==> src/rtl/rtc_bcd_pkg.sv <==
package rtc_bcd_pkg;
  localparam int BYTE_W   = 8;
  localparam int N_TIME   = 4;
  localparam int N_CAL    = 4;
  localparam int N_FIELDS = N_TIME + N_CAL;

  typedef logic [BYTE_W-1:0] byte_t;

  // Add one to a two-digit packed BCD value (no range check).
  function automatic byte_t bcd_inc(input byte_t v);
    byte_t r;
    if (v[3:0] >= 4'd9) r = {v[7:4] + 4'd1, 4'd0};
    else                r = {v[7:4], v[3:0] + 4'd1};
    return r;
  endfunction

  // Increment, returning to 'bottom' once 'top' has been reached.
  function automatic byte_t bcd_step_wrap(input byte_t v, input byte_t top,
                                          input byte_t bottom);
    return (v >= top) ? bottom : bcd_inc(v);
  endfunction

  function automatic logic [6:0] bcd_to_bin(input byte_t v);
    return 7'(v[7:4]) * 7'd10 + 7'(v[3:0]);
  endfunction

  function automatic logic year_is_leap(input byte_t yr);
    logic [6:0] b;
    b = bcd_to_bin(yr);
    return b[1:0] == 2'b00;
  endfunction

  // Last valid date of a month, in BCD.
  function automatic byte_t month_last_day(input byte_t mon, input byte_t yr);
    byte_t r;
    case (mon)
      8'h02:                      r = year_is_leap(yr) ? 8'h29 : 8'h28;
      8'h04, 8'h06, 8'h09, 8'h11: r = 8'h30;
      default:                    r = 8'h31;
    endcase
    return r;
  endfunction

  // Hours byte: bit6 = 12-hour mode, bit5 = PM (12-hour only).
  function automatic byte_t hour_next(input byte_t h);
    byte_t r;
    byte_t lo;
    if (h[6]) begin
      lo = {3'b000, h[4:0]};
      lo = (lo >= 8'h12) ? 8'h01 : bcd_inc(lo);
      r  = {1'b0, 1'b1, h[5] ^ (h[4:0] == 5'h11), lo[4:0]};
    end else begin
      lo = {2'b00, h[5:0]};
      r  = (lo >= 8'h23) ? 8'h00 : bcd_inc(lo);
    end
    return r;
  endfunction

  function automatic logic hour_ends_day(input byte_t h);
    return h[6] ? (h[5] && (h[4:0] == 5'h11)) : (h[5:0] >= 6'h23);
  endfunction

  // Register index of each field; order of fields is the carry order.
  function automatic logic [3:0] field_index(input int f);
    logic [3:0] r;
    case (f)
      0:       r = 4'h0;
      1:       r = 4'h1;
      2:       r = 4'h2;
      3:       r = 4'h4;
      4:       r = 4'h6;
      5:       r = 4'h8;
      6:       r = 4'h9;
      default: r = 4'hA;
    endcase
    return r;
  endfunction

  // Day of week, date and month start at 01; everything else at 00.
  function automatic byte_t field_reset(input int f);
    return (f >= 4 && f <= 6) ? 8'h01 : 8'h00;
  endfunction
endpackage

==> src/rtl/rtc_clock_core.sv <==
module rtc_clock_core
  import rtc_bcd_pkg::*;
(
  input  logic                          clk,
  input  logic                          rst_n,
  input  logic                          tick,
  input  logic [N_TIME-1:0]             ld_mask,
  input  logic [N_TIME-1:0][BYTE_W-1:0] ld_val,
  output logic [N_TIME-1:0][BYTE_W-1:0] cnt,
  output logic                          day_step
);
  // field order: 0 hundredths, 1 seconds, 2 minutes, 3 hours
  logic [N_TIME-1:0]             at_top;
  logic [N_TIME-1:0]             step;
  logic [N_TIME-1:0][BYTE_W-1:0] nxt;

  always_comb begin
    at_top[0] = cnt[0] >= 8'h99;
    at_top[1] = cnt[1] >= 8'h59;
    at_top[2] = cnt[2] >= 8'h59;
    at_top[3] = hour_ends_day(cnt[3]);
    nxt[0]    = bcd_step_wrap(cnt[0], 8'h99, 8'h00);
    nxt[1]    = bcd_step_wrap(cnt[1], 8'h59, 8'h00);
    nxt[2]    = bcd_step_wrap(cnt[2], 8'h59, 8'h00);
    nxt[3]    = hour_next(cnt[3]);
    step[0]   = tick;
    for (int i = 1; i < N_TIME; i++) step[i] = step[i-1] & at_top[i-1];
  end

  assign day_step = step[N_TIME-1] & at_top[N_TIME-1];

  always_ff @(posedge clk) begin
    if (!rst_n) begin
      for (int i = 0; i < N_TIME; i++) cnt[i] <= field_reset(i);
    end else begin
      for (int i = 0; i < N_TIME; i++) begin
        if (tick && ld_mask[i]) cnt[i] <= ld_val[i];
        else if (step[i])       cnt[i] <= nxt[i];
      end
    end
  end

  AST_TIME_IDLE_NO_TICK: assert property (@(posedge clk) disable iff (!rst_n)
    !tick |=> $stable(cnt));
  AST_PM_FLIPS_AT_TWELVE: assert property (@(posedge clk) disable iff (!rst_n)
    (step[3] && !ld_mask[3] && cnt[3][6] && cnt[3][4:0] == 5'h11)
    |=> cnt[3][5] != $past(cnt[3][5]));
  AST_SECONDS_IN_RANGE: assert property (@(posedge clk) disable iff (!rst_n)
    (step[1] && !ld_mask[1]) |=> cnt[1] <= 8'h59);
endmodule

==> src/rtl/rtc_calendar_core.sv <==
module rtc_calendar_core
  import rtc_bcd_pkg::*;
(
  input  logic                         clk,
  input  logic                         rst_n,
  input  logic                         tick,
  input  logic                         day_step,
  input  logic [N_CAL-1:0]             ld_mask,
  input  logic [N_CAL-1:0][BYTE_W-1:0] ld_val,
  output logic [N_CAL-1:0][BYTE_W-1:0] cal
);
  // field order: 0 day of week, 1 date, 2 month, 3 year
  logic [N_CAL-1:0]             at_top;
  logic [N_CAL-1:0]             step;
  logic [N_CAL-1:0][BYTE_W-1:0] nxt;
  byte_t                        last_day;

  always_comb begin
    last_day  = month_last_day(cal[2], cal[3]);
    at_top[0] = cal[0] >= 8'h07;
    at_top[1] = cal[1] >= last_day;
    at_top[2] = cal[2] >= 8'h12;
    at_top[3] = cal[3] >= 8'h99;
    nxt[0]    = bcd_step_wrap(cal[0], 8'h07, 8'h01);
    nxt[1]    = bcd_step_wrap(cal[1], last_day, 8'h01);
    nxt[2]    = bcd_step_wrap(cal[2], 8'h12, 8'h01);
    nxt[3]    = bcd_step_wrap(cal[3], 8'h99, 8'h00);
    step[0]   = day_step;
    step[1]   = day_step;
    step[2]   = day_step & at_top[1];
    step[3]   = step[2] & at_top[2];
  end

  always_ff @(posedge clk) begin
    if (!rst_n) begin
      for (int i = 0; i < N_CAL; i++) cal[i] <= field_reset(i + N_TIME);
    end else begin
      for (int i = 0; i < N_CAL; i++) begin
        if (tick && ld_mask[i]) cal[i] <= ld_val[i];
        else if (step[i])       cal[i] <= nxt[i];
      end
    end
  end

  AST_DATE_NEVER_ZERO: assert property (@(posedge clk) disable iff (!rst_n)
    (day_step && !ld_mask[1]) |=> cal[1] != 8'h00);
  AST_WEEKDAY_IN_RANGE: assert property (@(posedge clk) disable iff (!rst_n)
    (day_step && !ld_mask[0]) |=> (cal[0] >= 8'h01 && cal[0] <= 8'h07));
  AST_CAL_ONLY_ON_DAY: assert property (@(posedge clk) disable iff (!rst_n)
    (!day_step && !(tick && ld_mask != '0)) |=> $stable(cal));
endmodule

==> src/rtl/rtc_user_bank.sv <==
module rtc_user_bank
  import rtc_bcd_pkg::*;
#(
  parameter int IDX_W = 4
) (
  input  logic                            clk,
  input  logic                            rst_n,
  input  logic                            tick,
  input  logic                            hold,
  input  logic                            wr_en,
  input  logic [IDX_W-1:0]                wr_idx,
  input  logic [BYTE_W-1:0]               wr_data,
  input  logic [IDX_W-1:0]                rd_idx,
  output logic [BYTE_W-1:0]               rd_data,
  input  logic [N_FIELDS-1:0][BYTE_W-1:0] live,
  output logic [N_FIELDS-1:0][BYTE_W-1:0] shadow,
  output logic [N_FIELDS-1:0]             pend
);
  logic [N_FIELDS-1:0] wr_hit;
  logic                xfer_due;
  logic                xfer_fire;

  always_comb begin
    for (int f = 0; f < N_FIELDS; f++)
      wr_hit[f] = wr_en && (wr_idx == IDX_W'(field_index(f)));
  end

  assign xfer_fire = xfer_due && !hold;

  always_ff @(posedge clk) begin
    if (!rst_n) xfer_due <= 1'b0;
    else if (tick) xfer_due <= 1'b1;
    else if (!hold) xfer_due <= 1'b0;
  end

  always_ff @(posedge clk) begin
    if (!rst_n) begin
      for (int f = 0; f < N_FIELDS; f++) begin
        shadow[f] <= field_reset(f);
        pend[f]   <= 1'b0;
      end
    end else begin
      for (int f = 0; f < N_FIELDS; f++) begin
        if (wr_hit[f])                  shadow[f] <= wr_data;
        else if (xfer_fire && !pend[f]) shadow[f] <= live[f];
        if (wr_hit[f])                  pend[f] <= 1'b1;
        else if (tick)                  pend[f] <= 1'b0;
      end
    end
  end

  always_comb begin
    rd_data = '0;
    for (int f = 0; f < N_FIELDS; f++)
      if (rd_idx == IDX_W'(field_index(f))) rd_data = shadow[f];
  end

  AST_SNAPSHOT_FROZEN: assert property (@(posedge clk) disable iff (!rst_n)
    (hold && !wr_en) |=> $stable(shadow));
  AST_SNAPSHOT_COPIES_ALL: assert property (@(posedge clk) disable iff (!rst_n)
    (xfer_fire && !wr_en && pend == '0) |=> shadow == $past(live));
  AST_PENDING_DRAINS: assert property (@(posedge clk) disable iff (!rst_n)
    (tick && !wr_en) |=> pend == '0);
endmodule

==> src/rtl/rtc_bcd_chain.sv <==
module rtc_bcd_chain
  import rtc_bcd_pkg::*;
#(
  parameter int IDX_W = 4
) (
  input  logic              clk,
  input  logic              rst_n,
  input  logic              tick,
  input  logic              hold,
  input  logic              wr_en,
  input  logic [IDX_W-1:0]  wr_idx,
  input  logic [BYTE_W-1:0] wr_data,
  input  logic [IDX_W-1:0]  rd_idx,
  output logic [BYTE_W-1:0] rd_data
);
  logic [N_TIME-1:0][BYTE_W-1:0]   time_cnt;
  logic [N_CAL-1:0][BYTE_W-1:0]    cal_cnt;
  logic [N_FIELDS-1:0][BYTE_W-1:0] live;
  logic [N_FIELDS-1:0][BYTE_W-1:0] shadow;
  logic [N_FIELDS-1:0]             pend;
  logic                            day_step;

  assign live = {cal_cnt, time_cnt};

  rtc_clock_core i_clock_core (
    .clk      (clk),
    .rst_n    (rst_n),
    .tick     (tick),
    .ld_mask  (pend[N_TIME-1:0]),
    .ld_val   (shadow[N_TIME-1:0]),
    .cnt      (time_cnt),
    .day_step (day_step)
  );

  rtc_calendar_core i_calendar_core (
    .clk      (clk),
    .rst_n    (rst_n),
    .tick     (tick),
    .day_step (day_step),
    .ld_mask  (pend[N_FIELDS-1:N_TIME]),
    .ld_val   (shadow[N_FIELDS-1:N_TIME]),
    .cal      (cal_cnt)
  );

  rtc_user_bank #(.IDX_W(IDX_W)) i_user_bank (
    .clk     (clk),
    .rst_n   (rst_n),
    .tick    (tick),
    .hold    (hold),
    .wr_en   (wr_en),
    .wr_idx  (wr_idx),
    .wr_data (wr_data),
    .rd_idx  (rd_idx),
    .rd_data (rd_data),
    .live    (live),
    .shadow  (shadow),
    .pend    (pend)
  );

  AST_DAY_NEEDS_TOP_OF_HOUR: assert property (@(posedge clk) disable iff (!rst_n)
    day_step |-> (time_cnt[0] == 8'h99 && time_cnt[1] == 8'h59 && time_cnt[2] == 8'h59));
endmodule

==> config.mk <==
export PLATFORM = sky130hd
export DESIGN_NAME = rtc_bcd_chain
export DESIGN_NICKNAME = d
export VERILOG_FILES = /design/src/rtl/rtc_bcd_pkg.sv /design/src/rtl/rtc_clock_core.sv /design/src/rtl/rtc_calendar_core.sv /design/src/rtl/rtc_user_bank.sv /design/src/rtl/rtc_bcd_chain.sv
export SDC_FILE = /design/constraint.sdc
export NUM_CORES = 1
export LEC_CHECK = 0
export ABC_AREA = 1
export CAP_MARGIN = 20
export CELL_PAD_IN_SITES_DETAIL_PLACEMENT = 0
export CELL_PAD_IN_SITES_GLOBAL_PLACEMENT = 1
export CORE_ASPECT_RATIO = 1.5
export CORE_MARGIN = 1.5
export CORE_UTILIZATION = 45
export DETAILED_ROUTE_END_ITERATION = 10
export PLACE_DENSITY = 0.77
export REMOVE_ABC_BUFFERS = 1
export SLEW_MARGIN = 20
export SYNTH_ARGS = -nofsm -noshare
export SYNTH_HDL_FRONTEND = slang
export SYNTH_SLANG_ARGS = --single-unit
==> constraint.sdc <==
create_clock -name clk -period 2.8 [get_ports clk]
set_input_delay 0.56 -clock clk [delete_from_list [all_inputs] [get_ports clk]]
set_output_delay 0.56 -clock clk [all_outputs]
set_load 0.05 [all_outputs]
Yosys cells after proc, flatten, opt, wreduce, memory -nomap -nowiden --
Cells that the tools add are included.
Cells by class: equal/unequal tests 22, shifts and indexed selects 0, reductions and logical operators 80, $lt $le $gt $ge 18, divide/modulo/power cells 0, multipliers 1, multiplexer cells 73, bitwise logic cells 7, $add $sub $neg 18
Operator list (number):
- 2-to-1 mux 8 bit | 57
- adder 4 x 1 -> 4 bit (second input constant) | 15
- nonzero test 2 bit | 24
- greater-or-equal comparator 4 bit (second input constant) | 8
- logical AND 1 bit | 26
- == test 4 bit (second input constant) | 6
- nonzero test 3 bit | 7
- == test 4 x 3 -> 1 bit (second input constant) | 4
- == test 8 x 3 -> 1 bit (second input constant) | 2
- greater-or-equal comparator 8 x 7 -> 1 bit (second input constant) | 2
- greater-or-equal comparator 8 bit (second input constant) | 2
- one-hot mux 8 bit (2 select lines) | 1
- AND reduction 2 bit | 8
- 2-to-1 mux 1 bit | 13
- greater-or-equal comparator 6 bit (second input constant) | 2
- 2-to-1 mux 5 bit | 2
- logical NOT 1 bit | 9
- == test 4 x 1 -> 1 bit (second input constant) | 2
- == test 4 x 2 -> 1 bit (second input constant) | 2
- == test 8 x 2 -> 1 bit (second input constant) | 1
- == test 8 x 4 -> 1 bit (second input constant) | 1
- == test 8 x 5 -> 1 bit (second input constant) | 1
- greater-or-equal comparator 8 x 3 -> 1 bit (second input constant) | 1
- greater-or-equal comparator 8 x 5 -> 1 bit (second input constant) | 1
- 16 further kinds | 22
Word-level totals: latch bits 0, input bits 21, bits in writable memories 0, logic and storage cells 253, memories 0, output and inout bits 8, bits in registers 137, memory bits (read-only) 0

Logic depth before layout (Yosys ltp) --
Gate-level depths: netlist of run 1.
word-level depth 10, depth in mapped cells 19, depth with buffers taken out 19

Modules after synthesis --
From an unflattened synthesis of run 1, not the netlist that was laid out.
Unflattened totals: cell total of the unflattened synthesis 1232, area, all modules 8436.8 µm²
Modules (own cells, without submodules):
- rtc_user_bank | area an instance 3664.8 µm², cells an instance 518, instances 1, sequential area each 1461.4 µm²
- rtc_calendar_core | area an instance 2447.3 µm², cells an instance 375, instances 1, sequential area each 640.6 µm²
- rtc_clock_core | area an instance 2324.7 µm², cells an instance 339, instances 1, sequential area each 640.6 µm²

Least setup slack after synthesis of run 1 --
No wires, ideal clock.
kind in2out, start point in rd_idx[1], end point out rd_data[2], stages on the path 7, slack 344 ps, data required time 2240 ps, path buffers 0, arrival time 1896 ps, path through nor2_1 -> nand2_1 -> o22ai_1 -> a21oi_1 -> o21ai_0 -> a21oi_1 -> o2111ai_1
Between the ends: word-level cells in the longest chain between the ends 9, elaborated cells between the ends (all ways) 16, those cells by class 7 x eq/ne; 8 x mux; 1 x reduce/logical
Ends and longest elaborated chain:
- start, declared | RTL line rtc_bcd_chain.sv:13 | input logic [IDX_W-1:0] rd_idx,
- logical NOT 4 bit | RTL line rtc_user_bank.sv:55 | if (rd_idx == IDX_W'(field_index(f))) rd_data = shadow[f];
- 2-to-1 mux 8 bit (7 in series) | RTL line rtc_user_bank.sv:55
- 2-to-1 mux 8 bit (*) | RTL line rtc_user_bank.sv:55
- end, declared | RTL line rtc_bcd_chain.sv:14 | output logic [BYTE_W-1:0] rd_data
Mark *: on every way between the ends. The rest lies on a longest branch, timed or not.

Worst setup path in the final report of run 1 --
start point in rd_idx[3], end point out rd_data[5]
Same word-level chain as after synthesis.

==> results of run 1 <==
-- cell usage after synthesis (all sizes together), types with 13 or more instances --
cell type	instances	area share, %
clkbuf	26	1.2
inv	144	6.8
a211oi	48	4.5
o22ai	18	1.4
nand3	80	5.2
xor2	13	1.4
ha	48	7.5
a31oi	31	2.4
a21oi	124	7.8
o21ai	97	6.1
nor2	90	4.7
dfxtp	137	34
nand2	195	9.7
-- metal layers --
layer / share of wire, % / up-vias
met1: 42 / 3636
met4: 4.1 / 0
met3: 2.3 / 55
met2: 52 / 141
met5: 0 / -
li1: - / 4014
-- worst paths after layout --
check	to	cells after the start
max	rd_data[5]	9
min	i_user_bank.xfer_due$_SDFFE_PN0P_	2
max reg2reg	i_calendar_core.cal[14]$_SDFFE_PN0P_	20
min reg2reg	i_user_bank.xfer_due$_SDFFE_PN0P_	2
-- sequential cells by signal, indices dropped and copies added, names as in the netlist --
register	cells
i_calendar_core.cal	32
i_clock_core.cnt	32
i_user_bank.pend	8
i_user_bank.shadow	64
i_user_bank.xfer_due	1
-- logic make-up (layout without fill, tap and decap cells) --
group / after synthesis / count (layout) / share of synthesized area [%]
AND/OR/NAND/NOR: 395 / 395 / 22.1
XOR/XNOR: 19 / 19 / 2.09
adder cells (fa/ha/maj): 48 / 48 / 7.53
flip-flops: 137 / 137 / 34.4
buffers and inverters: 179 / 259 / 8.60
AO/OA/AOI/OAI: 347 / 347 / 25.3
-- worst reg2reg max path, cell delays in order (launching register included) --
cell and delay [ps]:
dfxtp_2 350, buf_4 110, ha_2 170, inv_1 50
o21ai_1 120, a31oi_1 110, buf_4 150, nand2_1 60
o21ai_2 90, ha_4 270, nand2_1 50, nor2_2 120
nand2_2 70, nand3b_4 120, buf_6 130, nor2_1 40
nand2_1 110, nand2_2 90, nand2_1 60, o21ai_1 50
and2_1 130
-- repair_timing --
action                                  in CTS  in global routing
resized for setup                           15                 32
buffers inserted                             0                  3
pin swaps                                    3                 13
endpoints found under the setup margin      31                 31
-- per-stage QoR --
| stage | power, W | setup WS (ps) | TNS, ps | instance area, um2 |
|---|---|---|---|---|
| 6_report | 0.00461 | 152 | 0 | 9580 |
| 4_1_cts | 0.00464 | -15.2 | -15.2 | 9480 |
| 2_1_floorplan | 0.00222 | 344 | 0 | 7840 |
| 3_3_place_gp | 0.00239 | -307 | -3340 | 8850 |
| 3_5_place_dp | 0.00239 | -254 | -3390 | 8850 |
| 5_1_grt | 0.00476 | -24.6 | -24.6 | 9580 |
-- final cells by class --
type | instances | share of cell area (%)
multi-input cells | 809 | 48.6
flip-flops and latches | 137 | 28.7
repair buffers | 80 | 8.03
inverters | 147 | 5.77
clock buffers | 18 | 4.58
well taps | 213 | 2.78
clock inverters | 14 | 1.55
-- report_power, final --
group | leakage, nW | switching (W) | internal [W] | total (W)
registers | 1.11 | 0.0000305 | 0.00198 | 0.00201
clock network | 0.279 | 0.000920 | 0.00134 | 0.00226
logic | 2.44 | 0.000229 | 0.000117 | 0.000346
-- layout by cell type, fill, tap and decap left out, types with 16 or more instances in the layout --
master           instances
clkdlybuf4s50_1         16
o21ai_0                 85
buf_4                   50
a31oi_1                 31
inv_1                  136
dfxtp_1                134
o22ai_1                 17
a211oi_1                48
a21oi_1                123
clkbuf_16               17
ha_1                    45
nor2_1                  82
nand2_1                181
nand3_1                 78
==> impl_metrics.csv, run 1 <==
group,metric,value,unit
timing,fin_skew,13.6,ps
timing,relSlewSlack,42.4,%
setup_path,rrSetupSlack,210,ps
cts,root_buffer,"clkbuf_16",
detailed_routing,drc,0,
die,die_h,166,um
cts,cts_max_level,4,
timing,slew_violations,0,
power,leakage,3.83,nW
timing,hold_viol,0,
cells_and_area,utilization,55.2,%
cells_and_area,regArea,0.00275,mm2
cts,numCtsBuffers,17,
setup_path,worst_setup_path_end_kind,"output port",
setup_path,path_common_cell,"o22ai_1",
setup_path,start_kind,"input pin",
grt,grt_pass1_wl,41300,um
place,portBuffers,28,
synth,ys_ff_latch,137,
cts,cts_tree,"done",
setup_path,worst-path-buf-inv,2,
power,ir_drop,0.000310,V
synth,ys_warn_count,0,
timing,fmax,0.378,GHz
power,power_density,482,mW/mm2
cts,clkTransAtPathRegs,60,ps
die,die_w,112,um
place,dp_hpwl,19200,um
cells_and_area,layoutNonFillerInstCount,1418,
job,cap_viol_max_count,0,
setup_path,cp-startpoint,"rd_idx[3]",
setup_path,crit_chain,"dlygate4sd2_1 -> nor2_1 -> nand2_2 -> o22ai_1 -> a21oi_1 -> o21ai_1 -> o22ai_1 -> nand3_1 -> buf_12",
cts,clock-sinks,137,
cells_and_area,fillerInstances,1773,
grt,antenna_found_initial,0,
detailed_routing,vias,7846,
outcome,status,"completed",
grt,grt_max_degree,52,
setup_path,crit_type,"input pin to output port",
timing,min_period,2650,ps
synth,syn_inst,1125,
cells_and_area,nets,1261,
die,ios,29,
grt,top_usage_layer,"met2",
grt,grt_pass1_vias,7723,
setup_path,cpMaxStageDelayCell,"dlygate4sd2_1",
detailed_routing,routedWlPerCell,18.1,um
cts,cts-hold-fix-buffers,0,
synth,syn_area,0.00797,mm2
cts,clk_latency,420,ps
timing,hold_ws,450,ps
synth,synth_edf_count,0,
synth,synth_cell_types,44,
detailed_routing,antenna_left,0,
cells_and_area,n_antenna_cell,0,
detailed_routing,routed_wirelength,25700,um
timing,rsz0062_at_grt,"true",
grt,grt-ovfl-total,0,
detailed_routing,dr.pass1.iters,5,
detailed_routing,drt-initial-drc-count,513,
synth,avgSynthCellArea,7.09,um2
grt,grtUsageTotal,28.4,%
setup_path,crit_arrival,2090,ps
grt,met2_usage,51.1,%
die,num_rows,59,
grt,grt_use_met3,3.07,%
timing,fin_crit_sh,94.6,%
place,gp_congestion,0.872,
cells_and_area,drive_gt1_share,12.0,%
die,fp.dieArea,0.0185,mm2
grt,gr-usage-met1,33.4,%
synth,ys_seq_area_share,34.4,%
cells_and_area,multi_input_area,0.00466,mm2
place,dp.cells,1383,
timing,setup_viol,0,
cells_and_area,syn2layout_area_growth,20.2,%
synth,ys.flop_type,"dfxtp_1",
cts,clock_path_buffers,2,
hold_path,min_path_type,"flip-flop to flip-flop",
setup_path,r2r-start,"i_calendar_core.cal[16]$_SDFFE_PN1P_",
setup_path,crit_required,2240,ps
hold_path,hp-start,"i_user_bank.xfer_due$_SDFFE_PN0P_",
die,coreArea,0.0173,mm2
setup_path,path_max_fanout,8,
synth,synthArstFlopShare,0,%
detailed_routing,viasPerCell,5.53,
setup_path,cp_top_family,"simple AND/OR/NAND/NOR gates",
die,initial_core_util,46.0,%
setup_path,max_stage_delay,290,ps
timing,worst_pin_slew,861,ps
Note: power is estimated with default switching activity, not from simulation.
==> run 2: changes to the inputs <==
--- a/config.mk
+++ b/config.mk
@@ -15,6 +15,7 @@
 export DETAILED_ROUTE_END_ITERATION = 10
 export PLACE_DENSITY = 0.77
 export REMOVE_ABC_BUFFERS = 1
+export SETUP_SLACK_MARGIN = 0.3
 export SLEW_MARGIN = 20
 export SYNTH_ARGS = -nofsm -noshare
 export SYNTH_HDL_FRONTEND = slang
==> impl_metrics.csv, run 2 (synthesis results as in run 1) <==
group,metric,value,unit
timing,worst_pin_slew,846,ps
die,num_rows,59,
hold_path,min_path_type,"flip-flop to flip-flop",
cts,cts-hold-fix-buffers,0,
grt,grt_pass1_wl,41500,um
grt,grt-ovfl-total,0,
setup_path,crit_type,"flip-flop to flip-flop",
job,cap_viol_max_count,0,
place,gp_congestion,0.872,
detailed_routing,drc,0,
grt,grt_max_degree,52,
detailed_routing,dr.pass1.iters,5,
grt,grt_pass1_vias,7754,
power,power,0.00463,W
cts,numCtsBuffers,17,
cts,cts_max_level,4,
cells_and_area,fillerInstances,1734,
cts,cts_tree,"done",
cells_and_area,layoutNonFillerInstCount,1424,
timing,fin_skew,13.4,ps
power,power_density,466,mW/mm2
die,die_h,166,um
detailed_routing,routedWlPerCell,18.4,um
timing,setup_viol,0,
die,ios,29,
detailed_routing,routed_wirelength,26200,um
cts,root_buffer,"clkbuf_16",
setup_path,worst_setup_path_end_kind,"flip-flop",
die,initial_core_util,46.0,%
timing,fin_setup_tns,0,ps
cells_and_area,layout_commonest_cell,"nand2_1",
grt,antenna_found_initial,0,
power,ir_drop,0.000340,V
cells_and_area,syn2layout_area_growth,24.5,%
place,dp_hpwl,19200,um
detailed_routing,vias,8006,
cells_and_area,drive_gt1_share,17.2,%
place,portBuffers,28,
cts,clock_path_buffers,2,
detailed_routing,viasPerCell,5.62,
cells_and_area,n_antenna_cell,0,
detailed_routing,drt-initial-drc-count,533,
timing,fmax,0.392,GHz
setup_path,rrSetupSlack,250,ps
cells_and_area,nets,1267,
outcome,status,"completed",
place,dp.cells,1383,
timing,relSlewSlack,43.4,%
setup_path,cp-startpoint,"i_calendar_core.cal[16]$_SDFFE_PN1P_",
cts,clk_latency,420,ps
timing,fin_crit_sh,91.1,%
power,leakage,3.93,nW
hold_path,hp-start,"i_user_bank.xfer_due$_SDFFE_PN0P_",
timing,rsz0062_at_grt,"true",
cells_and_area,utilization,57.2,%
detailed_routing,antenna_left,0,
cts,clock-sinks,137,
cells_and_area,final_area,0.00993,mm2
grt,grtUsageTotal,28.5,%
setup_path,crit_arrival,2860,ps
setup_path,r2r-start,"i_calendar_core.cal[16]$_SDFFE_PN1P_",
timing,hold_viol,0,
cts,clkTransAtPathRegs,60,ps
cells_and_area,final_cell_mix,"nand2_1 (169), dfxtp_1 (134), inv_1 (132), a21oi_1 (113), o21ai_0 (83)",
setup_path,path_max_fanout,6,
setup_path,crit_required,3110,ps
cells_and_area,top_register,"i_user_bank.shadow",
die,die_w,112,um
timing,min_period,2550,ps
timing,slew_violations,0,
setup_path,start_kind,"flip-flop",
die,coreArea,0.0173,mm2
place,dpl_cell_area,0.00885,mm2
cells_and_area,reg_top3,"i_user_bank.shadow x64, i_calendar_core.cal x32, i_clock_core.cnt x32",
die,fp.dieArea,0.0185,mm2
cells_and_area,largest_register_ffs,64,
run 2: stage by stage:
step                worst slack, ps  hold WS [ps]
floorplan                       344           432
global placement               -307           438
detailed placement             -254           449
CTS                             163           458
global route                    113           491
finish                          250           451
run 2: where the power goes:
group          leakage, nW  total (W)  switching [W]  internal [W]
combinational         2.54   0.000357       0.000237      0.000120
sequential            1.11    0.00201      0.0000312       0.00198
clock                0.279    0.00226       0.000920       0.00134
run 2: cell type report:
cell class,count,area (um2),area share (%)
inverter,147,561,5.65
clock inverter,14,149,1.50
multi-input combinational,810,4960,50.0
clock buffer,18,439,4.42
timing repair buffer,85,800,8.05
sequential,137,2750,27.7
tap,213,267,2.68
run 2: path summary, 6_finish.rpt:
| path | to | cells after the start |
|---|---|---|
| worst max register to register | i_calendar_core.cal[14]$_SDFFE_PN0P_ | 18 |
| worst max-delay path | i_calendar_core.cal[14]$_SDFFE_PN0P_ | 18 |
| worst min register to register | i_user_bank.xfer_due$_SDFFE_PN0P_ | 2 |
| worst min-delay path | i_user_bank.xfer_due$_SDFFE_PN0P_ | 2 |
run 2: worst max-delay path, stage by stage (launching register included):
cell and delay, ps:
dfxtp_4 370, inv_4 50, ha_4 160, o21ai_2 160, o21ai_2 80, a31oi_2 150
buf_4 160, nand2_2 50, inv_2 60, ha_4 190, and3_4 200, nand2_4 60
nand3b_4 130, buf_6 170, nor2_4 70, nand2_2 80, nand2_4 100, o21ai_1 70
and2_1 130
run 2: routing by layer:
layer	part of all wire, %	track usage [%]	wire length, um
met5	0	0	0
met4	3.6	12.3	945
met3	2.6	3.07	672
met2	52	51.9	13700
met1	41	33.4	10800
run 2: repair_timing:
action	4_1_cts	5_1_grt
endpoints found under the setup margin	32	32
setup buffers	6	2
pin swaps	26	22
gates resized for setup	76	61
gates cloned	0	1
